`config.mk`:
```
export PLATFORM = sky130hd
export DESIGN_NAME = freq_meter
export DESIGN_NICKNAME = d
export VERILOG_FILES = /design/src/rtl/freqm_pkg.sv /design/src/rtl/freqm_gate.sv /design/src/rtl/freqm_edges.sv /design/src/rtl/freqm_idle.sv /design/src/rtl/freq_meter.sv
export SDC_FILE = /design/constraint.sdc
export NUM_CORES = 1
export LEC_CHECK = 0
export ABC_CLOCK_PERIOD_IN_PS = 15300
export BUFFER_PORTS_ARGS = -buffer_cell sky130_fd_sc_hd__buf_4
export CORE_MARGIN = 2
export CORE_UTILIZATION = 25
export DETAILED_ROUTE_END_ITERATION = 8
export PLACE_DENSITY = 0.39
export SETUP_SLACK_MARGIN = 0.5
export SLEW_MARGIN = 20
export SYNTH_ARGS = -nofsm -noshare
export SYNTH_HDL_FRONTEND = slang
export SYNTH_HIERARCHICAL = 1
export SYNTH_SLANG_ARGS = --single-unit
```
`constraint.sdc`:
```
create_clock -name clk -period 15.3 [get_ports clk]
set_input_delay 3.06 -clock clk [delete_from_list [all_inputs] [get_ports clk]]
set_output_delay 3.06 -clock clk [all_outputs]
set_load 0.05 [all_outputs]
```
`src/rtl/freqm_pkg.sv`:
```
package freqm_pkg;
  localparam logic [1:0] RANGE_AUTO = 2'd0;
  localparam logic [1:0] RANGE_LOW  = 2'd1;
  localparam logic [1:0] RANGE_HIGH = 2'd2;

  // Rounded fixed-point reciprocal: 1000 * 2^frac / gate_ms
  function automatic int recip_scale(input int gate_ms, input int frac);
    return ((1000 << frac) + gate_ms / 2) / gate_ms;
  endfunction
endpackage

```
`src/rtl/freqm_gate.sv`:
```
module freqm_gate
  import freqm_pkg::*;
#(
  parameter int GATE_W       = 16,
  parameter int GATE_AUTO_MS = 330,
  parameter int GATE_LOW_MS  = 1000,
  parameter int GATE_HIGH_MS = 100
) (
  input  logic       clk,
  input  logic       rst,
  input  logic       ms_tick,
  input  logic [1:0] range_mode,
  output logic [1:0] cur_mode,
  output logic       restart,
  output logic       gate_end
);
  logic [GATE_W-1:0] ms_q;
  logic [GATE_W-1:0] gate_len;

  always_comb begin
    case (cur_mode)
      RANGE_LOW:  gate_len = GATE_W'(GATE_LOW_MS);
      RANGE_HIGH: gate_len = GATE_W'(GATE_HIGH_MS);
      default:    gate_len = GATE_W'(GATE_AUTO_MS);
    endcase
  end

  assign restart  = (range_mode != cur_mode);
  assign gate_end = !restart && ms_tick && (ms_q == gate_len - 1'b1);

  always_ff @(posedge clk) begin
    if (rst) begin
      ms_q     <= '0;
      cur_mode <= RANGE_AUTO;
    end else if (restart) begin
      ms_q     <= '0;
      cur_mode <= range_mode;
    end else if (ms_tick) begin
      ms_q <= gate_end ? '0 : ms_q + 1'b1;
    end
  end


  gate_pos_chk: assert property (@(posedge clk) disable iff (rst)
    ms_q < gate_len);
endmodule

```
`src/rtl/freqm_edges.sv`:
```
module freqm_edges #(
  parameter int CNT_W = 32
) (
  input  logic             clk,
  input  logic             rst,
  input  logic             sig_in,
  input  logic             restart,
  input  logic             gate_end,
  output logic             edge_o,
  output logic [CNT_W-1:0] total_o
);
  logic             prev_q;
  logic [CNT_W-1:0] cnt_q;

  assign edge_o  = sig_in & ~prev_q;
  assign total_o = cnt_q + CNT_W'(edge_o);

  always_ff @(posedge clk) begin
    if (rst) begin
      prev_q <= 1'b1;  // a high level at reset release is not an edge
      cnt_q  <= '0;
    end else begin
      prev_q <= sig_in;
      if (restart || gate_end) cnt_q <= '0;
      else                     cnt_q <= total_o;
    end
  end


  restart_clear_chk: assert property (@(posedge clk) disable iff (rst)
    restart |=> (cnt_q == '0));
endmodule

```
`src/rtl/freqm_idle.sv`:
```
module freqm_idle #(
  parameter int TMO_W       = 16,
  parameter int TMO_DEFAULT = 1000
) (
  input  logic             clk,
  input  logic             rst,
  input  logic             ms_tick,
  input  logic             edge_i,
  input  logic             tmo_wr,
  input  logic [TMO_W-1:0] tmo_val,
  output logic             stale_o
);
  logic [TMO_W-1:0] tmo_q;
  logic [TMO_W-1:0] idle_q;
  logic [TMO_W:0]   idle_next;

  assign idle_next = {1'b0, idle_q} + 1'b1;

  always_ff @(posedge clk) begin
    if (rst) begin
      tmo_q <= TMO_W'(TMO_DEFAULT);
    end else if (tmo_wr && (tmo_val != '0)) begin
      tmo_q <= tmo_val;
    end
  end

  always_ff @(posedge clk) begin
    if (rst) begin
      idle_q  <= '0;
      stale_o <= 1'b0;
    end else if (edge_i) begin
      idle_q  <= '0;
      stale_o <= 1'b0;
    end else if (ms_tick) begin
      if (idle_q != '1) idle_q <= idle_next[TMO_W-1:0];
      if (idle_next >= {1'b0, tmo_q}) stale_o <= 1'b1;
    end
  end


  tmo_nonzero_chk: assert property (@(posedge clk) disable iff (rst)
    tmo_q != '0);

  tmo_zero_ign_chk: assert property (@(posedge clk) disable iff (rst)
    (tmo_wr && tmo_val == '0) |=> $stable(tmo_q));
endmodule

```
`src/rtl/freq_meter.sv`:
```
module freq_meter
  import freqm_pkg::*;
#(
  parameter int GATE_AUTO_MS = 330,
  parameter int GATE_LOW_MS  = 1000,
  parameter int GATE_HIGH_MS = 100,
  parameter int TMO_W        = 16,
  parameter int TMO_DEFAULT  = 1000,
  parameter int CNT_W        = 32,
  parameter int OUT_W        = 32,
  parameter int FRAC         = 10,
  parameter int SCALE_W      = 16,
  parameter int GATE_W       = 16
) (
  input  logic             clk,
  input  logic             rst,
  input  logic             ms_tick,
  input  logic             sig_in,
  input  logic [1:0]       range_mode,
  input  logic             tmo_wr,
  input  logic [TMO_W-1:0] tmo_ms,
  output logic [OUT_W-1:0] freq_hz,
  output logic             freq_valid
);
  localparam int SC_AUTO = recip_scale(GATE_AUTO_MS, FRAC);
  localparam int SC_LOW  = recip_scale(GATE_LOW_MS, FRAC);
  localparam int SC_HIGH = recip_scale(GATE_HIGH_MS, FRAC);
  localparam int PROD_W  = CNT_W + SCALE_W;

  logic [1:0]         cur_mode;
  logic               restart, gate_end, edge_w, stale;
  logic [CNT_W-1:0]   total;
  logic [SCALE_W-1:0] scale;
  logic [PROD_W-1:0]  prod;
  logic [OUT_W-1:0]   scaled;

  freqm_gate #(
    .GATE_W(GATE_W), .GATE_AUTO_MS(GATE_AUTO_MS),
    .GATE_LOW_MS(GATE_LOW_MS), .GATE_HIGH_MS(GATE_HIGH_MS)
  ) u_gate (
    .clk(clk), .rst(rst), .ms_tick(ms_tick), .range_mode(range_mode),
    .cur_mode(cur_mode), .restart(restart), .gate_end(gate_end)
  );

  freqm_edges #(.CNT_W(CNT_W)) u_edges (
    .clk(clk), .rst(rst), .sig_in(sig_in), .restart(restart),
    .gate_end(gate_end), .edge_o(edge_w), .total_o(total)
  );

  freqm_idle #(.TMO_W(TMO_W), .TMO_DEFAULT(TMO_DEFAULT)) u_idle (
    .clk(clk), .rst(rst), .ms_tick(ms_tick), .edge_i(edge_w),
    .tmo_wr(tmo_wr), .tmo_val(tmo_ms), .stale_o(stale)
  );

  always_comb begin
    case (cur_mode)
      RANGE_LOW:  scale = SCALE_W'(SC_LOW);
      RANGE_HIGH: scale = SCALE_W'(SC_HIGH);
      default:    scale = SCALE_W'(SC_AUTO);
    endcase
  end

  assign prod   = PROD_W'(total) * PROD_W'(scale);
  assign scaled = prod[FRAC +: OUT_W];

  always_ff @(posedge clk) begin
    if (rst) begin
      freq_hz    <= '0;
      freq_valid <= 1'b0;
    end else begin
      freq_valid <= gate_end;
      if (gate_end)   freq_hz <= stale ? '0 : scaled;
      else if (stale) freq_hz <= '0;
    end
  end


  valid_pulse_chk: assert property (@(posedge clk) disable iff (rst)
    freq_valid |=> !freq_valid);

  valid_after_tick_chk: assert property (@(posedge clk) disable iff (rst)
    freq_valid |-> $past(ms_tick));

  stale_zero_chk: assert property (@(posedge clk) disable iff (rst)
    (stale && !gate_end) |=> (freq_hz == '0));
endmodule

```
==> impl_metrics.ini, run 1 <==
[critical_path]
path_max_fanout = 9
cp-end-kind = flop
path_common_cell = ha_1
critPathKind = input port to flop
crit_required_ns = 15.65
cp_slowest_stage_delay_ns = 0.58
r2r_start = u_edges/prev_q
crit_buf_inv = 6
cp-start-kind = input port
critPathTopFamily = adder cells
critPathLaunch = sig_in
crit_path_top_delay_cell = or4_4
worstPathArrival_ns = 10.69

[detailed_routing]
drtAntennaViolNets = 0
vias = 11300
drc = 0
routed_wl_mm = 37.1
firstDrtPassIters = 4
drt-wirelength-per-cell_microns = 14.6
drt-vias-per-instance = 4.47
drt_iter0_drc = 399

[yosys]
syn_nets = 2097
synth-seq-area-share = 0.158
synth_compound_area_frac = 0.0943
synth-xor-area-share = 0.0743
netlist_instances = 1734
synth_seq_cells = 117
avgSynthCellArea_sq_um = 8.55
ys_async_sr_fraction = 0
netlist_area_sq_um = 14800
yosys.area.top_type = fa_1
ys.flop_type = dfxtp_1
synth_edf_count = 0
synthAdderAreaFrac = 0.370
yosys.area_share.simple = 0.194
synth_top_family_by_area = adder cells
yosys_warnings = 6
synth_top_cells_by_area = fa_1 19%, ha_1 17%, dfxtp_1 16%
synth_top_area_frac = 0.190
synthMuxAreaShare = 0.0169
synth_cell_type_count = 79

[global_route]
grt_use_total = 0.126
grt_pass1_vias = 11400
grt_max_degree = 76
overflow = 0
grt_pass1_wl_mm = 60.4
antenna_found_initial = 0

[floorplan]
rows = 89
die_y_microns = 248
die_x_microns = 248
ioPinCount = 56
core_sq_um = 58800
initial_core_util = 0.252
die_area_sq_um = 61300

[clocking]
cts_root_buf = clkbuf_16
clk_pin_slew_ns = 0.06
numClockSinks = 117
cts_setup_buffers = 0
clock_latency_ns = 0.45
post_cts_resized = 0
cts_buffers = 17
cts_tree = done
cts_max_level = 4
hold_buffers = 0
clk_path_buf_depth = 2

[finish]
fin_cells = 2536
insertedDiodeCount = 0
drive_above_1_share = 0.0800
nets = 2113
multi_input_area_sq_um = 11100
n_fill_cell = 6390
utilization = 0.282
syn2layout_area_growth_pct = 12.0
ff_latch_area_sq_um = 2340

[placement]
place_hpwl_mm = 30.7
gp_congestion = 0.794
dp.cells = 2504
io_buffers = 55

[flow_run]
maxCapViolCount = 0

[power_and_ir_drop]
power_density_nw_per_um2 = 46.0
irDropWorstVdd_mv = 0.0785
finalPower_uw = 763
cellLeakagePower_nw = 8.52

[timing]
finalSetupViolCount = 0
fmax_mhz = 96.7
hold_viol_final = 0
hold_ws_ns = 0.459
slew_viol_final = 0
fin_crit_ns = 10.34
final.setup_skew_ns = 0.0106
slew_headroom = 0.274
worst_slew_pin_slew_ns = 1.09
rsz0062_at_grt = false
finalCritPeriodShare = 0.676
fin_setup_tns_ns = 0

[status]
status = finished, final reports clean

[hold_path]
hold_start = freq_hz[24]
hold_class = flop to flop
[cell usage after synthesis, drive strengths merged, types with 44 or more instances]
| library cell | instances |
|---|---|
| nand2 | 143 |
| dfxtp | 117 |
| clkbuf | 57 |
| nor2b | 60 |
| a21oi | 66 |
| o21ai | 45 |
| xnor2 | 66 |
| inv | 284 |
| and2 | 55 |
| ha | 199 |
| nor2 | 97 |
| fa | 141 |
| xor2 | 59 |
| nand3 | 44 |
[sequential cells by signal, summed over array words and instances (netlist names)]
name             count
freq_hz             32
freq_valid           1
u_edges/prev_q       1
u_gate/ms_q         16
u_idle/idle_q       16
u_idle/stale_o       1
u_edges/cnt_q       32
u_idle/tmo_q        16
u_gate/cur_mode      2
[through the flow]
stage,cell area [sq um],setup slack [ns]
2_1_floorplan,14800,5.36
3_3_place_gp,16000,4.52
3_5_place_dp,16000,4.47
4_1_cts,16600,4.94
5_1_grt,16600,4.42
6_report,16600,4.96
[worst reg2reg max path: cells and delay by family, from the launching register on]
family | cells | cell delay (ns)
compound gates | 8 | 1.81
xor+xnor | 1 | 0.28
fa+ha+maj | 9 | 3.39
buf+inv | 5 | 0.36
flops | 1 | 0.30
simple gates | 7 | 1.69
[final cells by class]
class | instances | area share
Multi-Input combinational cell | 1260 | 0.670
Clock inverter | 14 | 0.00866
Clock buffer | 18 | 0.0258
Timing Repair Buffer | 70 | 0.0316
Sequential cell | 117 | 0.141
Tap cell | 773 | 0.0582
Inverter | 284 | 0.0642
[where the power goes]
group          switching [mW]  leakage, nW  total (mW)  internal [mW]
combinational          0.0328         7.29      0.0491         0.0162
sequential            0.00218        0.947       0.310          0.308
clock                   0.176        0.280       0.404          0.228
total                   0.211         8.52       0.763          0.553
[kinds of logic (layout without fill, tap and decap cells)]
kind of cell,after synthesis,in the layout
mux,25,25
xor+xnor,125,125
flops,117,117
buf+inv,357,386
compound gates,208,208
fa+ha+maj,357,357
simple gates,545,545
[layout by cell type, fill, tap and decap left out, types with 14 or more instances in the layout]
| master | instances |
|---|---|
| inv_1 | 284 |
| ha_1 | 198 |
| nand2_1 | 142 |
| fa_1 | 141 |
| dfxtp_1 | 117 |
| nor2_1 | 97 |
| buf_4 | 70 |
| xnor2_1 | 65 |
| a21oi_1 | 65 |
| nor2b_1 | 60 |
| xor2_1 | 59 |
| and2_1 | 55 |
| nand3_1 | 42 |
| o21ai_0 | 41 |
| nand4_1 | 34 |
| mux2i_1 | 25 |
| nand2b_1 | 23 |
| maj3_1 | 17 |
| clkbuf_16 | 17 |
| a21o_1 | 14 |
| and3_1 | 14 |
[routing by layer]
metal / track usage / share of wire / up-vias
met5: 0 / 0 / -
met4: 0.0349 / 0.014 / 0
met3: 0.0169 / 0.017 / 24
met2: 0.228 / 0.52 / 96
met1: 0.154 / 0.45 / 5534
li1: - / - / 5686
[worst paths after layout]
check	endpoint	slack (ns)	depth (start not counted)
max	freq_hz[29]	4.96	31
min	freq_hz[24]	0.46	2
max reg2reg	freq_hz[29]	7.37	30
min reg2reg	freq_hz[24]	0.46	2
Power figures use the tool's default switching activity.
==> inputs of run 2 (changes only) <==
ABC_CLOCK_PERIOD_IN_PS = 10400   (was 15300)
clock period = 10.4 ns   (was 15.3 ns; I/O delays follow)
==> impl_metrics.ini, run 2 (same netlist as run 1, synthesis figures left out) <==
[status]
status = finished, final reports clean

[finish]
insertedDiodeCount = 0
largestRegisters = freq_hz x32, u_edges/cnt_q x32
finalInstanceArea_sq_um = 16700
nets = 2124
syn2layout_area_growth_pct = 12.7
n_fill_cell = 6368
drive_above_1_share = 0.0857
fin_cells = 2547
final_common_cell = inv_1
layout_common_cells = 284 x inv_1, 198 x ha_1, 142 x nand2_1

[timing]
worst_slew_pin_slew_ns = 0.751
fin_setup_tns_ns = 0
finalSetupViolCount = 0
rsz0062_at_grt = false
fmax_mhz = 106
hold_viol_final = 0
slew_viol_final = 0
finalCritPeriodShare = 0.908
slew_headroom = 0.499
fin_crit_ns = 9.45
final.setup_skew_ns = 0.00897

[clocking]
cts_root_buf = clkbuf_16
numClockSinks = 117
cts_buffers = 17
clock_latency_ns = 0.45
clk_pin_slew_ns = 0.06
cts_max_level = 4
post_cts_resized = 0
hold_buffers = 0
cts_setup_buffers = 0
cts_tree = done
clk_path_buf_depth = 2

[detailed_routing]
routed_wl_mm = 37.7
drt-vias-per-instance = 4.44
drt-wirelength-per-cell_microns = 14.8
drt_iter0_drc = 454
drc = 0
drtAntennaViolNets = 0
firstDrtPassIters = 7
vias = 11300

[power_and_ir_drop]
power_density_nw_per_um2 = 67.3
cellLeakagePower_nw = 8.58
share_seq_of_total_power = 0.406
finalPower_mw = 1.12
p_sw_frac = 0.276
p_int_uw = 813
p_switching_uw = 310
combinationalPowerShare = 0.064
p_clk_frac = 0.530
irDropWorstVdd_mv = 0.116

[critical_path]
worstPathArrival_ns = 9.78
cp-end-kind = flop
cp-start-kind = input port
crit_buf_inv = 4
critPathKind = input port to flop
path_max_fanout = 5
critPathTopFamily = adder cells
cp_slowest_stage_delay_ns = 0.55
path_common_cell = fa_1
crit_path_top_delay_cell = fa_1
crit_required_ns = 10.74

[placement]
io_buffers = 55
place_hpwl_mm = 31.1
gp_congestion = 0.794
dp.cells = 2515
place_area_sq_um = 16100

[floorplan]
initial_core_util = 0.252
core_sq_um = 58800
die_y_microns = 248
die_area_sq_um = 61300
rows = 89
die_x_microns = 248
ioPinCount = 56

[global_route]
antenna_found_initial = 1
grt_use_total = 0.128
grt_max_degree = 75
overflow = 0
grt_pass1_vias = 11500
grt_pass1_wl_mm = 61.5

[hold_path]
hold_class = flop to flop

[flow_run]
maxCapViolCount = 0
-- run 2: tightest hold or removal path, cell delays in order, from the launching register on --
cell and delay, ns:
dfxtp_1 0.31, nand2_1 0.05, a21oi_1 0.05
-- run 2: cell type report --
type,count,area (sq um),share of cell area
Clock inverter,14,145,0.00869
Tap cell,773,967,0.0579
Clock buffer,18,429,0.0257
Timing Repair Buffer,81,608,0.0364
Multi-Input combinational cell,1260,11100,0.667
Sequential cell,117,2340,0.140
Inverter,284,1070,0.0638
-- run 2: metrics by stage --
stage          setup WS (ns)  utilization  hold WS (ns)
2_1_floorplan           1.44            -         0.463
4_1_cts                0.974        0.284         0.461
5_1_grt                0.506        0.284         0.483
3_3_place_gp           0.662        0.274         0.441
3_5_place_dp           0.516        0.274         0.450
6_report               0.954        0.284         0.458
-- run 2: power by group through the flow --
stage          Combinational (mW)  Clock [mW]  Sequential [mW]
4_1_cts                    0.0742       0.622            0.457
2_1_floorplan              0.0488           0            0.466
6_report                   0.0720       0.595            0.457
3_3_place_gp               0.0732           0            0.467
5_1_grt                    0.0827       0.644            0.457
3_5_place_dp               0.0735           0            0.467
-- run 2: final timing paths --
kind / slack, ns / to / cells after the start / from
max reg2reg: 2.41 / freq_hz[29] / 27 / u_edges/prev_q
min: 0.46 / freq_hz[24] / 2 / freq_hz[24]
max: 0.95 / freq_hz[29] / 28 / sig_in
min reg2reg: 0.46 / freq_hz[24] / 2 / freq_hz[24]
-- run 2: routing by layer --
metal,GRT usage,vias to the layer above,part of all wire
li1,-,5705,-
met1,0.163,5495,0.46
met2,0.225,79,0.51
met3,0.0221,23,0.018
met4,0.0285,0,0.012
met5,0,-,0
==> inputs of run 3 (changes only) <==
==> constraint.sdc (replaced) <==
create_clock -name clk -period 10.4 [get_ports clk]
set_input_delay 0.52 -clock clk [delete_from_list [all_inputs] [get_ports clk]]
set_output_delay 0.52 -clock clk [all_outputs]
set_load 0.01 [all_outputs]
==> impl_metrics.ini, run 3 (same netlist as run 1, synthesis figures left out) <==
[status]
status = finished, final reports clean

[global_route]
grt_pass1_vias = 11500
grt_use_total = 0.126
grt_pass1_wl_mm = 60.2
antenna_found_initial = 0
overflow = 0
grt_max_degree = 69

[clocking]
cts_setup_buffers = 0
clk_path_buf_depth = 2
numClockSinks = 117
cts_tree = done
cts_max_level = 4
cts_buffers = 17
clk_pin_slew_ns = 0.06
post_cts_resized = 0
cts_root_buf = clkbuf_16
hold_buffers = 0
clock_latency_ns = 0.46

[floorplan]
die_area_sq_um = 61300
initial_core_util = 0.252
die_x_microns = 248
core_sq_um = 58800
ioPinCount = 56
die_y_microns = 248
rows = 89

[timing]
finalCritPeriodShare = 0.769
slew_headroom = 0.311
rsz0062_at_grt = false
hold_viol_final = 0
worst_slew_pin_slew_ns = 1.03
fin_crit_ns = 7.99
slew_viol_final = 0
setup_ws_ns = 2.41
finalSetupViolCount = 0
final.setup_skew_ns = 0.0148
fmax_mhz = 125
fin_setup_tns_ns = 0

[critical_path]
critPathKind = flop to flop
path_common_cell = ha_1
crit_required_ns = 10.75
crit_path_top_delay_cell = or4_4
cp_slowest_stage_delay_ns = 0.58
path_max_fanout = 9
cp-start-kind = flop
reg2regPathDepth = 30
worstPathArrival_ns = 8.34
cp-end-kind = flop

[detailed_routing]
drtAntennaViolNets = 0
drc = 0
drt-vias-per-instance = 4.45
drt_iter0_drc = 408
routed_wl_mm = 37.0
vias = 11300
drt-wirelength-per-cell_microns = 14.6
firstDrtPassIters = 4

[placement]
dp.cells = 2504
place_hpwl_mm = 30.6
io_buffers = 55
gp_congestion = 0.798
post-place-ws_ns = 2.10

[hold_path]
hold_class = input port to flop
min_path_cells = 2

[flow_run]
maxCapViolCount = 0

[power_and_ir_drop]
irDropWorstVdd_mv = 0.121
finalPower_mw = 1.12
cellLeakagePower_nw = 8.52
power_density_nw_per_um2 = 67.5

[finish]
layout_common_cells = 284 x inv_1, 198 x ha_1, 142 x nand2_1
fin_cells = 2536
drive_above_1_share = 0.0811
insertedDiodeCount = 0
final_common_cell = inv_1
nets = 2113
largestRegisters = freq_hz x32, u_edges/cnt_q x32
syn2layout_area_growth_pct = 12.2
run 3: changes by cell type in the layout (fill, tap and decap cells not counted), sizes merged:
cell      delta
buf         -11
clkinv       -1
clkinvlp     +1
run 3: final timing paths:
path	to	slack [ns]	from
worst max register to register	freq_hz[29]	2.41	u_edges/prev_q
worst min register to register	freq_hz[24]	0.46	freq_hz[24]
worst max-delay path	freq_hz[29]	2.41	u_edges/prev_q
worst min-delay path	u_edges/prev_q	0.25	sig_in
run 3: final cells by class:
class                      instances  area, sq um
fill                            6380        42200
multi-input combinational       1260        11200
sequential                       117         2340
inverter                         284         1070
tap                              773          967
timing repair buffer              70          526
clock buffer                      18          439
clock inverter                    14          139
run 3: worst max-delay path, delay by kind of cell, from the launching register on:
family | cells | cell delay, ns
simple gates | 7 | 1.69
xor+xnor | 1 | 0.27
fa+ha+maj | 9 | 3.41
flops | 1 | 0.30
compound gates | 8 | 1.81
buf+inv | 5 | 0.37
run 3: metrics by stage:
step / hold WS [ns] / instance area (sq um) / utilization
6_report: 0.253 / 16600 / 0.283
2_1_floorplan: 0.463 / 14800 / -
4_1_cts: 0.222 / 16600 / 0.282
3_5_place_dp: 0.450 / 16000 / 0.273
5_1_grt: 0.234 / 16600 / 0.283
3_3_place_gp: 0.444 / 16000 / 0.273
run 3: where the power goes:
part	total, mW	internal (mW)	switching (mW)	leakage [nW]
Clock	0.594	0.340	0.254	0.277
Sequential	0.457	0.453	0.00330	0.947
Combinational	0.0725	0.0242	0.0483	7.30
run 3: metal layers:
layer	wire (microns)	part of all wire	track usage	vias up
met5	0	0	0	-
met4	563	0.015	0.0363	0
met3	691	0.019	0.0179	21
met2	19400	0.52	0.230	99
met1	16400	0.44	0.152	5462
li1	-	-	-	5702
